[src/rtl/fpm_pkg.sv]
package fpm_pkg;

    // Operand classification after field extraction.
    typedef enum logic [1:0] {
        OPC_ZERO = 2'd0,
        OPC_NORM = 2'd1,
        OPC_INF  = 2'd2,
        OPC_NAN  = 2'd3
    } opc_e;

    // Special-case outcome decided in the first stage.
    typedef enum logic [1:0] {
        SPC_NONE = 2'd0,
        SPC_NAN  = 2'd1,
        SPC_INF  = 2'd2,
        SPC_ZERO = 2'd3
    } spc_e;

endpackage

[src/rtl/fpm_unpack.sv]
module fpm_unpack
    import fpm_pkg::*;
#(
    parameter int EXP_W  = 8,
    parameter int FRAC_W = 23,
    localparam int WORD_W = 1 + EXP_W + FRAC_W,
    localparam int SIG_W  = FRAC_W + 1
) (
    input  logic [WORD_W-1:0] word,
    output logic              sgn,
    output logic [EXP_W-1:0]  bexp,
    output logic [SIG_W-1:0]  sig,
    output opc_e              cls
);

    logic [FRAC_W-1:0] frac;
    logic              exp_all1;
    logic              exp_all0;

    always_comb begin
        sgn      = word[WORD_W-1];
        bexp     = word[FRAC_W +: EXP_W];
        frac     = word[FRAC_W-1:0];
        exp_all1 = &bexp;
        exp_all0 = ~|bexp;
        // hidden bit restored; zero-class operands are overridden later
        sig      = {1'b1, frac};
        if (exp_all1) begin
            cls = (|frac) ? OPC_NAN : OPC_INF;
        end else if (exp_all0) begin
            cls = OPC_ZERO;          // subnormals flushed
        end else begin
            cls = OPC_NORM;
        end
    end

endmodule

[src/rtl/fpm_sigmul.sv]
module fpm_sigmul #(
    parameter int SIG_W     = 24,
    parameter bit USE_BOOTH = 1'b1,
    localparam int PROD_W   = 2 * SIG_W
) (
    input  logic [SIG_W-1:0]  sig_a,
    input  logic [SIG_W-1:0]  sig_b,
    output logic [PROD_W-1:0] prod
);

    generate
        if (USE_BOOTH) begin : g_booth
            // radix-4 recoding of an unsigned multiplier: enough groups so
            // the top group's high bit is a padding zero
            localparam int GRP_N = SIG_W / 2 + 1;
            localparam int BZ_W  = 2 * GRP_N + 1;

            logic [BZ_W-1:0]   bz;
            logic [2:0]        trip;
            logic              neg;
            logic [PROD_W-1:0] mag;
            logic [PROD_W-1:0] row;
            logic [PROD_W-1:0] acc;

            assign bz = {{(BZ_W - SIG_W - 1){1'b0}}, sig_b, 1'b0};

            always_comb begin
                acc  = '0;
                trip = '0;
                neg  = 1'b0;
                mag  = '0;
                row  = '0;
                for (int g = 0; g < GRP_N; g++) begin
                    trip = bz[2*g +: 3];
                    neg  = trip[2] & ~(trip[1] & trip[0]);
                    unique case (trip)
                        3'b001, 3'b010, 3'b101, 3'b110: mag = PROD_W'(sig_a);
                        3'b011, 3'b100:                 mag = PROD_W'(sig_a) << 1;
                        default:                        mag = '0;
                    endcase
                    row = neg ? (~mag + PROD_W'(1)) : mag;
                    acc = acc + (row << (2 * g));
                end
            end

            assign prod = acc;
        end else begin : g_plain
            assign prod = PROD_W'(sig_a) * PROD_W'(sig_b);
        end
    endgenerate

endmodule

[src/rtl/fpm_round.sv]
module fpm_round #(
    parameter int EXP_W  = 8,
    parameter int FRAC_W = 23,
    localparam int SIG_W  = FRAC_W + 1,
    localparam int PROD_W = 2 * SIG_W,
    localparam int EW     = EXP_W + 3,
    localparam int WORD_W = 1 + EXP_W + FRAC_W
) (
    input  logic                 sgn,
    input  logic signed [EW-1:0] exp_in,
    input  logic [PROD_W-1:0]    prod,
    output logic [WORD_W-1:0]    word,
    output logic                 lead
);

    localparam logic signed [EW-1:0] EXP_TOP  = EW'((1 << EXP_W) - 1);
    localparam logic signed [EW-1:0] EXP_ZERO = EW'(0);
    localparam logic signed [EW-1:0] EXP_ONE  = EW'(1);

    logic [PROD_W-1:0]    norm;
    logic [SIG_W-1:0]     mant;
    logic                 guard;
    logic                 sticky;
    logic                 up;
    logic [SIG_W:0]       mant_r;
    logic signed [EW-1:0] exp_n;
    logic signed [EW-1:0] exp_r;
    logic [FRAC_W-1:0]    frac_o;

    always_comb begin
        // product is 1x.xxx (top bit set) or 01.xxx
        norm   = prod[PROD_W-1] ? prod : (prod << 1);
        exp_n  = prod[PROD_W-1] ? (exp_in + EXP_ONE) : exp_in;
        mant   = norm[PROD_W-1 -: SIG_W];
        guard  = norm[FRAC_W];
        sticky = |norm[FRAC_W-1:0];
        up     = guard & (sticky | mant[0]);
        mant_r = {1'b0, mant} + {{SIG_W{1'b0}}, up};
        if (mant_r[SIG_W]) begin
            exp_r  = exp_n + EXP_ONE;
            frac_o = '0;
        end else begin
            exp_r  = exp_n;
            frac_o = mant_r[FRAC_W-1:0];
        end
        lead = mant_r[SIG_W] | mant_r[FRAC_W];
        if (exp_r >= EXP_TOP) begin
            word = {sgn, {EXP_W{1'b1}}, {FRAC_W{1'b0}}};
        end else if (exp_r <= EXP_ZERO) begin
            word = {sgn, {(WORD_W-1){1'b0}}};
        end else begin
            word = {sgn, exp_r[EXP_W-1:0], frac_o};
        end
    end

endmodule

[src/rtl/fpmul_sp.sv]
module fpmul_sp
    import fpm_pkg::*;
#(
    parameter int EXP_W     = 8,
    parameter int FRAC_W    = 23,
    parameter bit USE_BOOTH = 1'b1,
    localparam int WORD_W   = 1 + EXP_W + FRAC_W
) (
    input  logic              clk,
    input  logic              rst_n,
    input  logic              in_valid,
    input  logic [WORD_W-1:0] in_a,
    input  logic [WORD_W-1:0] in_b,
    output logic              out_valid,
    output logic [WORD_W-1:0] out_result
);

    localparam int SIG_W  = FRAC_W + 1;
    localparam int PROD_W = 2 * SIG_W;
    localparam int EW     = EXP_W + 3;
    localparam logic signed [EW-1:0] BIAS_S = EW'((1 << (EXP_W - 1)) - 1);
    localparam logic [WORD_W-1:0] QNAN =
        {1'b0, {EXP_W{1'b1}}, 1'b1, {(FRAC_W-1){1'b0}}};

    typedef struct packed {
        logic                 vld;
        logic                 sgn;
        spc_e                 spc;
        logic signed [EW-1:0] exp_sum;
        logic [PROD_W-1:0]    prod;
    } stg1_t;

    typedef struct packed {
        logic              vld;
        logic [WORD_W-1:0] res;
    } stg2_t;

    stg1_t s1_d, s1_q;
    stg2_t s2_d, s2_q;

    logic              sgn_a, sgn_b;
    logic [EXP_W-1:0]  bexp_a, bexp_b;
    logic [SIG_W-1:0]  sig_a, sig_b;
    opc_e              cls_a, cls_b;
    logic [PROD_W-1:0] prod_w;
    logic [WORD_W-1:0] rnd_word;
    logic              rnd_lead;

    fpm_unpack #(.EXP_W(EXP_W), .FRAC_W(FRAC_W)) u_unp_a (
        .word(in_a), .sgn(sgn_a), .bexp(bexp_a), .sig(sig_a), .cls(cls_a)
    );

    fpm_unpack #(.EXP_W(EXP_W), .FRAC_W(FRAC_W)) u_unp_b (
        .word(in_b), .sgn(sgn_b), .bexp(bexp_b), .sig(sig_b), .cls(cls_b)
    );

    fpm_sigmul #(.SIG_W(SIG_W), .USE_BOOTH(USE_BOOTH)) u_mul (
        .sig_a(sig_a), .sig_b(sig_b), .prod(prod_w)
    );

    fpm_round #(.EXP_W(EXP_W), .FRAC_W(FRAC_W)) u_rnd (
        .sgn(s1_q.sgn), .exp_in(s1_q.exp_sum), .prod(s1_q.prod),
        .word(rnd_word), .lead(rnd_lead)
    );

    // stage 1: classify, sum exponents, multiply significands
    always_comb begin
        s1_d.vld     = in_valid;
        s1_d.sgn     = sgn_a ^ sgn_b;
        s1_d.exp_sum = $signed({3'b000, bexp_a}) + $signed({3'b000, bexp_b}) - BIAS_S;
        s1_d.prod    = prod_w;
        if (cls_a == OPC_NAN || cls_b == OPC_NAN ||
            (cls_a == OPC_INF && cls_b == OPC_ZERO) ||
            (cls_a == OPC_ZERO && cls_b == OPC_INF)) begin
            s1_d.spc = SPC_NAN;
        end else if (cls_a == OPC_INF || cls_b == OPC_INF) begin
            s1_d.spc = SPC_INF;
        end else if (cls_a == OPC_ZERO || cls_b == OPC_ZERO) begin
            s1_d.spc = SPC_ZERO;
        end else begin
            s1_d.spc = SPC_NONE;
        end
    end

    // stage 2: normalize/round result or special value
    always_comb begin
        s2_d.vld = s1_q.vld;
        unique case (s1_q.spc)
            SPC_NAN:  s2_d.res = QNAN;
            SPC_INF:  s2_d.res = {s1_q.sgn, {EXP_W{1'b1}}, {FRAC_W{1'b0}}};
            SPC_ZERO: s2_d.res = {s1_q.sgn, {(WORD_W-1){1'b0}}};
            default:  s2_d.res = rnd_word;
        endcase
    end

    always_ff @(posedge clk or negedge rst_n) begin
        if (!rst_n) begin
            s1_q <= '0;
            s2_q <= '0;
        end else begin
            s1_q <= s1_d;
            s2_q <= s2_d;
        end
    end

    assign out_valid  = s2_q.vld;
    assign out_result = s2_q.res;

    AST_LATENCY: assert property (@(posedge clk) disable iff (!rst_n)
        in_valid |-> ##2 out_valid) else $error("latency");
    AST_IDLE: assert property (@(posedge clk) disable iff (!rst_n)
        !in_valid |-> ##2 !out_valid) else $error("spurious valid");
    AST_SIGN_XOR: assert property (@(posedge clk) disable iff (!rst_n)
        (out_valid && !((&out_result[FRAC_W +: EXP_W]) && (|out_result[FRAC_W-1:0])))
        |-> out_result[WORD_W-1] == $past(in_a[WORD_W-1] ^ in_b[WORD_W-1], 2))
        else $error("sign");
    AST_QNAN_ONLY: assert property (@(posedge clk) disable iff (!rst_n)
        (out_valid && (&out_result[FRAC_W +: EXP_W]) && (|out_result[FRAC_W-1:0]))
        |-> out_result == QNAN) else $error("nan form");
    AST_NO_SUBNORMAL: assert property (@(posedge clk) disable iff (!rst_n)
        out_valid |-> ((|out_result[FRAC_W +: EXP_W]) || !(|out_result[FRAC_W-1:0])))
        else $error("subnormal out");
    AST_LEAD_ONE: assert property (@(posedge clk) disable iff (!rst_n)
        (s1_q.vld && s1_q.spc == SPC_NONE) |-> rnd_lead)
        else $error("lost leading one");

endmodule

[config.mk]
export PLATFORM = sky130hd
export DESIGN_NAME = fpmul_sp
export DESIGN_NICKNAME = d
export VERILOG_FILES = /design/src/rtl/fpm_pkg.sv /design/src/rtl/fpm_unpack.sv /design/src/rtl/fpm_sigmul.sv /design/src/rtl/fpm_round.sv /design/src/rtl/fpmul_sp.sv
export SDC_FILE = /design/constraint.sdc
export NUM_CORES = 2
export LEC_CHECK = 0
export BUFFER_PORTS_ARGS = -buffer_cell sky130_fd_sc_hd__buf_2
export CELL_PAD_IN_SITES_DETAIL_PLACEMENT = 1
export CELL_PAD_IN_SITES_GLOBAL_PLACEMENT = 2
export CORE_MARGIN = 1
export CORE_UTILIZATION = 40
export CTS_CLUSTER_SIZE = 28
export DETAILED_ROUTE_END_ITERATION = 10
export GPL_TIMING_DRIVEN = 0
export MAX_ROUTING_LAYER = met4
export PLACE_DENSITY_LB_ADDON = 0.15
export SYNTH_ARGS = -nofsm -noshare
export SYNTH_HDL_FRONTEND = slang
export SYNTH_SLANG_ARGS = --single-unit
export TNS_END_PERCENT = 10
[constraint.sdc]
create_clock -name clk -period 5.5 [get_ports clk]
set_input_delay 0.825 -clock clk [delete_from_list [all_inputs] [get_ports clk]]
set_output_delay 0.825 -clock clk [all_outputs]
set_load 0.03 [all_outputs]
==> flow_summary.toml <==
[clock_tree]
worstSkewPairLatency_ns = 0.36
root_buffer = "clkbuf_16"
htreeDepth = 3
cts_sinks = 95
numCtsBuffers = 9
cts_tree = "done"
cts.reportedPaths.clkPinSlew_ns = 0.06
clockBufferDepth = 2
ctsHoldBuffers = 0

[routing]
ant_nets = 0
drt_iter0_drc = 5185
avgViaCountPerCell = 6.62
drc = 0
num_vias = 33597
drt-total-wl_mm = 187
firstDrtPassIters = 7
routedWlPerCell_um = 36.8

[yosys]
ys_types = 107
synth_seq_cells = 95
async_flop_share_pct = 100
synth_ff_type = "dfrtp_1"
seq_area_frac_synth_pct = 7.90
synth_area_per_cell_um2 = 7.67
yosys_warnings = 0
syn_nets = 4479
synthCells = 3922
synth_edf_count = 0
synth_area_mm2 = 0.0301

[global_routing]
grt_pass1_vias = 33005
gr-total-overflow = 0
antenna_found_initial = 16
grtUsageTotal_pct = 49.2
grt_pass1_wl_mm = 255
grt_max_degree = 67

[timing]
rsz0062_at_grt = "true"
setup_ws_ns = -3.65
fin_crit_sh_pct = 166
maxSlewHeadroom_pct = -6.04
setup_viol = 40
max_slew.worst_pin.slew_ns = 1.58
max_freq_mhz = 109
min_period_ns = 9.15
finalHoldViolCount = 0
final_max_slew_viol_count = 16
clock_skew_ns = 0.00490

[die]
pin_count = 100
die_w_um = 276
die_area_mm2 = 0.0763
placementRows = 100
core_area_mm2 = 0.0744
start_util_pct = 40.4
die_h_um = 276

[run]
maxCapViolCount = 2

[place]
numPortBuffers = 92
place_area_mm2 = 0.0320
gp_congestion = 1.14
place_hpwl_mm = 145

[hold_path]
hold_class = "register to register"

[critical_path]
end_kind = "register"
crit_fanout = 10
required_ns = 5.78
crit_arrival_ns = 9.43
crit_type = "input pin to register"
critPathLaunchType = "input pin"

[finish]
drive_gt1_share_pct = 16.2
fin_area_mm2 = 0.0347
synthToLayoutAreaGrowth_pct = 15.4
nets = 4642

[status]
violations = "capacitance limit, slew limit, setup timing"
status = "finished with violations"
## placed cells by master, fill, tap and decap left out, types with 28 or more instances in the layout
cell type / n
and2_1: 36
clkbuf_2: 60
nand2_1: 369
xnor2_1: 220
ha_1: 102
inv_1: 472
nor3_1: 43
o21ai_0: 219
buf_4: 107
a21oi_1: 222
a22o_1: 29
nand3_1: 38
nand4_1: 29
nand2b_1: 37
a22oi_1: 145
buf_2: 113
o31ai_1: 28
xor2_1: 143
clkbuf_1: 89
mux2i_1: 28
fa_1: 345
dfrtp_1: 95
and3_1: 28
a31oi_1: 45
nor2_1: 250
a21boi_0: 28
clkbuf_4: 49
## routing by layer
metal	wire (um)	GRT usage [%]	vias up
met5	0	-	-
met1	69700	59.3	16729
met2	75100	68.6	2568
met3	27000	18.3	672
li1	-	-	13628
met4	15000	31.3	0
## flip-flops by register name, indices dropped and copies added (netlist names)
name / count
s1_q: 62
out_result: 32
out_valid: 1
## critical path, cell delays in order
cell,delay [ns]
clkbuf_1,0.52
clkbuf_1,1.10
clkbuf_1,0.90
clkbuf_2,0.66
a22oi_1,0.23
xor2_2,0.26
fa_1,0.54
inv_1,0.05
fa_1,0.47
fa_1,0.49
inv_1,0.05
fa_1,0.50
inv_2,0.04
fa_1,0.52
inv_1,0.05
ha_1,0.27
clkbuf_8,0.13
nand4_1,0.15
nor3_2,0.18
nand4_1,0.12
buf_6,0.16
a21oi_4,0.21
o2111ai_4,0.18
a21oi_4,0.19
o211ai_1,0.10
buf_4,0.16
o21ai_2,0.14
xor2_1,0.18
## cells in the mapped netlist (19+ instances only)
| master | instances | area [um2] |
|---|---|---|
| nand4_1 | 29 | 181 |
| a222oi_1 | 22 | 220 |
| a21o_1 | 27 | 203 |
| clkbuf_1 | 240 | 901 |
| nor2b_1 | 23 | 144 |
| buf_2 | 22 | 110 |
| nand2b_1 | 38 | 238 |
| fa_1 | 359 | 7190 |
| o21ai_0 | 234 | 1170 |
| a21boi_0 | 33 | 248 |
| nand3_1 | 40 | 200 |
| inv_1 | 487 | 1830 |
| xnor2_1 | 224 | 1960 |
| and2_1 | 38 | 238 |
| a221oi_1 | 19 | 166 |
| a22o_1 | 29 | 254 |
| nor3_1 | 49 | 245 |
| xor2_1 | 150 | 1310 |
| o22ai_1 | 26 | 163 |
| and3_1 | 31 | 194 |
| a22oi_1 | 155 | 1160 |
| nor2_1 | 267 | 1000 |
| dfrtp_1 | 95 | 2380 |
| o211ai_1 | 20 | 150 |
| ha_1 | 131 | 1640 |
| a211oi_1 | 28 | 210 |
| buf_1 | 48 | 180 |
| o31ai_1 | 30 | 225 |
| a21oi_1 | 240 | 1200 |
| mux2i_1 | 28 | 280 |
| nor4_1 | 25 | 156 |
| or3_1 | 29 | 181 |
| nand2_1 | 382 | 1430 |
| a31oi_1 | 47 | 294 |
## area by class of cell
cell class | count | area (um2)
diodes | 19 | 47.5
fillers | 9176 | 39700
flip-flops and latches | 95 | 2380
inverters | 496 | 1880
well taps | 969 | 1210
clock buffers | 10 | 229
plain buffers | 301 | 2040
repair buffers | 164 | 1050
clock inverters | 6 | 46.3
multi-input cells | 3018 | 25800
## cell families after synthesis
group | Yosys count | share of synthesized area (%)
adders and majority gates | 492 | 29.4
DFF | 95 | 7.90
and+or+nand+nor | 1050 | 16.8
AOI/OAI and AO/OA | 1060 | 23.3
buffers and inverters | 809 | 10.2
xor gates and xnor gates | 375 | 10.9
muxes | 41 | 1.44
## timing repair
action,4_1_cts,5_1_grt
endpoints found under the hold margin,0,0
setup buffers,34,38
gates resized for setup,424,289
setup endpoints to repair,76,59
pin swaps,53,93
## path summary, 6_finish.rpt
kind,start,endpoint,depth (start not counted),slack (ns)
max in group asynchronous,rst_n,s1_q[36]$_DFF_PN0_,2,4.45
setup reg to reg,s1_q[47]$_DFF_PN0_,out_result[21]$_DFF_PN0_,18,0.36
min in group asynchronous,rst_n,s1_q[5]$_DFF_PN0_,1,0.40
setup / recovery,in_a[21],s1_q[45]$_DFF_PN0_,28,-3.65
hold / removal,s1_q[62]$_DFF_PN0_,out_valid$_DFF_PN0_,0,0.37
hold reg to reg,s1_q[62]$_DFF_PN0_,out_valid$_DFF_PN0_,0,0.37
## metrics by stage
step | util [%] | worst slack [ns] | instances | hold slack, ns | TNS, ns
after floorplan | - | -3.09 | 3922 | 0.331 | -86.50
after global placement | 42.9 | -6.87 | 4983 | 0.344 | -265.95
after detailed placement | 42.9 | -6.84 | 4984 | 0.347 | -264.45
after CTS | 45.3 | -3.70 | 5028 | 0.371 | -100.14
after global routing | 46.6 | -3.53 | 5073 | 0.374 | -98.65
final | 46.6 | -3.65 | 5078 | 0.368 | -101.62
Power is not shown: default switching activity piles up to over one toggle a cycle in this logic, so the estimate is an artifact.
